$ cat src/rtl/rrt_pkg.sv
package rrt_pkg;
  localparam int CH_COUNT    = 2;
  localparam int STATUS_W    = 8;
  localparam int FLAG_STRIDE = 2;

  // per-channel commands from control to datapath
  typedef struct packed {
    logic [CH_COUNT-1:0] load;
    logic [CH_COUNT-1:0] flagSet;
    logic [CH_COUNT-1:0] flagClr;
  } ctrl_strobe_t;
endpackage

$ cat src/rtl/rrt_ctrl.sv
module rrt_ctrl
  import rrt_pkg::*;
(
  input  logic                clk,
  input  logic                rst_n,
  input  logic [CH_COUNT-1:0] convDone,
  input  logic [CH_COUNT-1:0] rdStart,
  input  logic [CH_COUNT-1:0] rdEnd,
  input  logic                modeWrite,
  input  logic                calStart,
  input  logic                calDone,
  output ctrl_strobe_t        strb
);
  logic [CH_COUNT-1:0] readingQ;
  logic                calQ;
  logic                calBusy;

  assign calBusy = calQ | calStart;

  always_ff @(posedge clk or negedge rst_n) begin
    if (!rst_n)        calQ <= 1'b0;
    else if (calDone)  calQ <= 1'b0;
    else if (calStart) calQ <= 1'b1;
  end

  for (genvar ch = 0; ch < CH_COUNT; ch++) begin : g_ch
    logic busy;

    // a read opening this cycle already counts as in progress
    assign busy = readingQ[ch] | rdStart[ch];

    always_ff @(posedge clk or negedge rst_n) begin
      if (!rst_n)              readingQ[ch] <= 1'b0;
      else if (rdStart[ch])    readingQ[ch] <= 1'b1;
      else if (rdEnd[ch])      readingQ[ch] <= 1'b0;
    end

    assign strb.load[ch]    = convDone[ch] & ~busy & ~calBusy;
    assign strb.flagSet[ch] = calDone | (strb.load[ch] & ~modeWrite);
    assign strb.flagClr[ch] = ~calDone & (calBusy | modeWrite | rdStart[ch]);
  end
endmodule

$ cat src/rtl/rrt_datapath.sv
module rrt_datapath
  import rrt_pkg::*;
#(
  parameter int                DATA_W    = 16,
  parameter logic [DATA_W-1:0] RESET_VAL = {1'b1, {(DATA_W-1){1'b0}}}
) (
  input  logic                         clk,
  input  logic                         rst_n,
  input  ctrl_strobe_t                 strb,
  input  logic [CH_COUNT*DATA_W-1:0]   convData,
  input  logic [CH_COUNT-1:0]          chanEn,
  input  logic                         allEnMode,
  output logic [STATUS_W-1:0]          statusByte,
  output logic [CH_COUNT*DATA_W-1:0]   resultData,
  output logic                         readyN
);
  logic [CH_COUNT-1:0] flagQ;
  logic                anyPending;
  logic                allPending;

  for (genvar ch = 0; ch < CH_COUNT; ch++) begin : g_ch
    always_ff @(posedge clk or negedge rst_n) begin
      if (!rst_n)
        resultData[ch*DATA_W +: DATA_W] <= RESET_VAL;
      else if (strb.load[ch])
        resultData[ch*DATA_W +: DATA_W] <= convData[ch*DATA_W +: DATA_W];
    end

    always_ff @(posedge clk or negedge rst_n) begin
      if (!rst_n)                 flagQ[ch] <= 1'b0;
      else if (strb.flagSet[ch])  flagQ[ch] <= 1'b1;
      else if (strb.flagClr[ch])  flagQ[ch] <= 1'b0;
    end
  end

  always_comb begin
    statusByte = '0;
    for (int ch = 0; ch < CH_COUNT; ch++)
      statusByte[ch*FLAG_STRIDE] = flagQ[ch];
  end

  assign anyPending = |flagQ;
  assign allPending = (|chanEn) & (&(flagQ | ~chanEn));
  assign readyN     = allEnMode ? ~allPending : ~anyPending;
endmodule

$ cat src/rtl/result_ready_tracker.sv
module result_ready_tracker
  import rrt_pkg::*;
#(
  parameter int DATA_W = 16
) (
  input  logic                       clk,
  input  logic                       rst_n,
  input  logic [1:0]                 convDone,
  input  logic [2*DATA_W-1:0]        convData,
  input  logic [1:0]                 rdStart,
  input  logic [1:0]                 rdEnd,
  input  logic                       modeWrite,
  input  logic                       calStart,
  input  logic                       calDone,
  input  logic [1:0]                 chanEn,
  input  logic                       allEnMode,
  output logic [7:0]                 statusByte,
  output logic [2*DATA_W-1:0]        resultData,
  output logic                       readyN
);
  localparam logic [DATA_W-1:0] RESULT_RST = {1'b1, {(DATA_W-1){1'b0}}};

  ctrl_strobe_t strb;

  rrt_ctrl u_ctrl (
    .clk       (clk),
    .rst_n     (rst_n),
    .convDone  (convDone),
    .rdStart   (rdStart),
    .rdEnd     (rdEnd),
    .modeWrite (modeWrite),
    .calStart  (calStart),
    .calDone   (calDone),
    .strb      (strb)
  );

  rrt_datapath #(.DATA_W(DATA_W), .RESET_VAL(RESULT_RST)) u_dp (
    .clk        (clk),
    .rst_n      (rst_n),
    .strb       (strb),
    .convData   (convData),
    .chanEn     (chanEn),
    .allEnMode  (allEnMode),
    .statusByte (statusByte),
    .resultData (resultData),
    .readyN     (readyN)
  );
endmodule

$ cat config.mk
export PLATFORM = sky130hd
export DESIGN_NAME = result_ready_tracker
export DESIGN_NICKNAME = d
export VERILOG_FILES = /design/src/rtl/rrt_pkg.sv /design/src/rtl/rrt_ctrl.sv /design/src/rtl/rrt_datapath.sv /design/src/rtl/result_ready_tracker.sv
export SDC_FILE = /design/constraint.sdc
export NUM_CORES = 1
export LEC_CHECK = 0
export CORE_AREA = 2 2 52 90
export DETAILED_ROUTE_END_ITERATION = 12
export DIE_AREA = 0 0 54 92
export PLACE_DENSITY = 0.77
export REMOVE_ABC_BUFFERS = 1
export SYNTH_ARGS = -nofsm -noshare
export SYNTH_HDL_FRONTEND = slang
export SYNTH_SLANG_ARGS = --single-unit
$ cat constraint.sdc
create_clock -name clk -period 1.9 [get_ports clk]
set_clock_uncertainty 0.1 [all_clocks]
set_input_delay 0.475 -clock clk [delete_from_list [all_inputs] [get_ports clk]]
set_output_delay 0.475 -clock clk [all_outputs]
set_load 0.02 [all_outputs]
# Word level (Yosys, flattened, before mapping)
# Cells that the tools add are included.
# op_classes
n_mux	11
bitwise_logic	26
reduce_logical	8
# op_table
operator	n
2-to-1 mux 1 bit	11
nonzero test 2 bit	5
bitwise AND 1 bit	9
bitwise OR 1 bit	8
inverter 1 bit	7
OR reduction 2 bit	2
inverter 2 bit	1
bitwise OR 2 bit	1
AND reduction 2 bit	1
# word_totals
reg_bits	37
inputBits	46
out_inout_bits	41
word_cells	52

# Depth between registers and ports, before layout
# depth
ltp_word	7
ltp_mapped	4
mapped_depth_nobuf	3

# By module
# From an unflattened synthesis, not the netlist that was laid out.
# hier_totals
cells_unflattened	102
area_unflattened_um2	1614.0
# by_module_without_submodules
mod	n_inst	cells_each	area_per_inst_um2
rrt_datapath	1	84	1448.9
rrt_ctrl	1	18	165.2

# Worst setup path before layout
# Ideal clock, no wire load.
# synth_path
path_kind	register -> register
start	register u_ctrl.calQ
end	register u_dp.resultData[10]
t_arrival_ns	1.419
t_required_ns	1.675
setup_slack_ns	0.256
path_stages_with_launch	4
n_path_buf	1
path_cell_list	dfrtp_1 -> nor4_4 -> buf_6 -> mux2_2
# synth_via
elab_chain_cells	3
# synth_lines
item	line_no	rtl
start: declaration	rrt_ctrl.sv:15	logic calQ;
start signal: assignment	rrt_ctrl.sv:21	if (!rst_n) calQ <= 1'b0;
start signal: assignment	rrt_ctrl.sv:22	else if (calDone) calQ <= 1'b0;
start signal: assignment	rrt_ctrl.sv:23	else if (calStart) calQ <= 1'b1;
bitwise OR 1 bit	rrt_ctrl.sv:18	assign calBusy = calQ | calStart;
inverter 1 bit	rrt_ctrl.sv:38	assign strb.load[ch] = convDone[ch] & ~busy & ~calBusy;
bitwise AND 1 bit	rrt_ctrl.sv:38	
end signal: indexed assignment	rrt_datapath.sv:26	resultData[ch*DATA_W +: DATA_W] <= convData[ch*DATA_W +: DATA_W];
end: declaration	rrt_datapath.sv:14	output logic [CH_COUNT*DATA_W-1:0] resultData,
# Every way passes these cells.
# A chain may end at the register's enable or synchronous reset.

# Worst setup path in the final report
# layout_path
start	register u_dp.resultData[2]
end	output resultData[2]
# layout_rtl
item	line_no	rtl
end: declaration	result_ready_tracker.sv:18	output logic [2*DATA_W-1:0] resultData,
# No word-level cell between the ends.

==> flow_metrics.py <==
metrics = {
    "detailed_routing": {
        "via_per_inst": 4.58,
        "routed-via-count": 1123,
        "wl_per_cell_um": 14.8,
        "wl_um": 3630,
        "ant_nets": 0,
        "drt-pass1-iter-count": 3,
        "drt-initial-drc-count": 15,
        "drc": 0,
    },
    "yosys": {
        "syn-cell-area_mm2": 0.00151,
        "yosys_warnings": 0,
        "yosysTopAreaCell": "dfrtp_1",
        "synth.avg_cell_area_um2": 15.2,
        "synthCells": 99,
        "synth_top_cell_area_share": 0.581,
        "yosys-top-cells-area": "dfrtp_1, mux2_2, dfstp_2",
        "netlist-cell-type-count": 16,
        "yosysSeqAreaShare": 0.616,
        "ys_ff_latch": 37,
    },
    "setup_path": {
        "reg2regPathDepth": 4,
        "cp_max_fo": 2,
        "crit_arrival_ps": 1260,
        "timing.rr.end": "u_dp.resultData[3]",
        "worstPathRequired_ps": 1320,
        "critPathTopFamily": "buffers and inverters",
        "crit_slowest_cell": "clkdlybuf4s50_1",
        "critPathKind": "reg -> out",
        "worstPathCellList": "clkdlybuf4s50_1",
        "cpPeakStageDelay_ps": 630,
        "crit_buf_inv": 1,
        "cp-start-kind": "flip-flop",
        "r2r_setup_slack_ps": 290,
        "cp-end-kind": "output port",
        "rr_startpoint": "u_ctrl.calQ",
    },
    "placement": {
        "dp.cells": 234,
        "dp_hpwl_um": 2880,
        "dpl_cell_area_mm2": 0.00238,
        "io_buffers": 80,
        "place_congestion": 0.676,
        "dpl_worst_slack_ps": -597,
    },
    "finish": {
        "drive_gt1_frac": 0.278,
        "final_area_mm2": 0.00251,
        "synthToLayoutAreaGrowth_pct": 66.4,
        "antennaDiodeCount": 0,
        "final_cells": 245,
        "final_cell_mix": "clkdlybuf4s50_1, dfrtp_1, mux2_2",
        "finalNetCount": 239,
        "fin_util": 0.580,
        "layout_commonest_cell": "clkdlybuf4s50_1",
    },
    "timing": {
        "fmax_ghz": 0.546,
        "final.setup.worst_slack_ps": 67.4,
        "rsz0062_at_grt": "false",
        "finalCritPeriodShare": 0.965,
        "drv_slew": 0,
        "min_period_ps": 1830,
        "finalHoldViolCount": 0,
        "setup_viol": 0,
    },
    "clock_network": {
        "numCtsBuffers": 5,
        "cts.htree.levels": 2,
        "cts_tree": "yes",
        "clock_sinks": 37,
        "cts.clk_slew.worst_paths_ps": 70,
        "hold_buffers": 0,
        "root_buffer": "clkbuf_8",
        "clock_latency_ps": 270,
        "clock_path_buffers": 2,
    },
    "global_routing": {
        "antenna_found_initial": 0,
        "grt_pass1_vias": 1242,
        "grt_pass1_wl_um": 5710,
        "gr-total-overflow": 0,
        "grt_max_degree": 38,
        "grt_use_total": 0.161,
    },
    "power": {
        "switching_share": 0.297,
        "p_per_area_mw_per_mm2": 1020,
        "p_clk_frac": 0.212,
        "power_switching_mw": 0.762,
        "combPwrFrac": 0.367,
        "p_leak_nw": 1.11,
        "p_int_mw": 1.80,
        "peakVddDrop_uv": 738,
        "finalPower_mw": 2.56,
        "seqPwrFrac": 0.421,
    },
    "die": {
        "fp.coreArea_mm2": 0.00432,
        "start_util": 0.348,
        "design.portCount": 87,
        "row_count": 32,
        "dieArea_mm2": 0.00497,
        "die_h_um": 92,
        "die_w_um": 54,
    },
    "hold_path": {
        "hp-class": "in -> async",
    },
    "run": {
        "max_cap_viol_count": 0,
    },
    "outcome": {
        "status": "finished, final reports clean",
    },
}
-- flip-flops by register name, summed over array words and instances, names as in the netlist --
name             flops
u_ctrl.calQ          1
u_ctrl.readingQ      2
u_dp.resultData     32
u_dp.statusByte      2
-- metal layers --
metal / GRT usage / vias to the layer above / part of all wire
met3: 0.0407 / 2 / 0.065
met1: 0.150 / 555 / 0.30
met5: 0 / - / 0
li1: - / 517 / -
met4: 0.0708 / 0 / 0.011
met2: 0.305 / 49 / 0.63
-- cells by family after synthesis --
kind of cell           count (synthesis)  synth area share
DFF                                   37             0.616
AOI/OAI and AO/OA                      8            0.0332
muxes                                 33             0.246
buffers and inverters                 12            0.0548
other                                  1           0.00249
and+or+nand+nor                        8            0.0473
-- worst max path at each step --
stage,from,cells past startpoint,end
finish,u_dp.resultData[2],1,resultData[2]
floorplan,u_ctrl.calQ,2,u_dp.resultData[0]
detailed placement,chanEn[0],5,readyN
global route,u_dp.resultData[5],1,resultData[5]
global placement,chanEn[0],5,readyN
CTS,convDone[0],6,u_dp.resultData[8]
-- per-stage QoR --
step	setup TNS, ps	hold WS [ps]
after floorplan	0	79.4
after global placement	-7480	354
after detailed placement	-9710	358
after CTS	0	135
after global routing	0	153
final	0	121
-- area by class of cell --
| class | count | area (um2) |
|---|---|---|
| fillers | 359 | 1820 |
| flip-flops and latches | 37 | 928 |
| repair buffers | 90 | 895 |
| multi-input cells | 55 | 514 |
| clock buffers | 8 | 90.1 |
| well taps | 51 | 63.8 |
| inverters | 4 | 15.0 |
-- synthesized netlist by cell type, drive strengths merged --
cell type and n:
dfrtp 35, a21o 4, inv 4, nand2 1, o21ai 1, dfstp 2
nor3 1, mux2 32, nand2b 2, buf 8, conb 1, nor2 2
a21oi 3, nor4 2, mux2i 1
-- what timing repair did --
item	4_1_cts	5_1_grt
resized for setup	14	4
buffers inserted	1	1
endpoints found under the setup margin	13	18
gates cloned	1	0
pin swaps	2	2
-- power by group through the flow --
stage | registers (mW) | clock network [mW] | logic, mW
floorplan | 1.31 | 0 | 0.190
global placement | 1.08 | 0 | 0.941
detailed placement | 1.10 | 0 | 0.957
CTS | 1.08 | 0.569 | 0.953
global route | 1.10 | 0.614 | 0.994
finish | 1.08 | 0.543 | 0.941
Note: power is estimated with default switching activity, not from simulation.
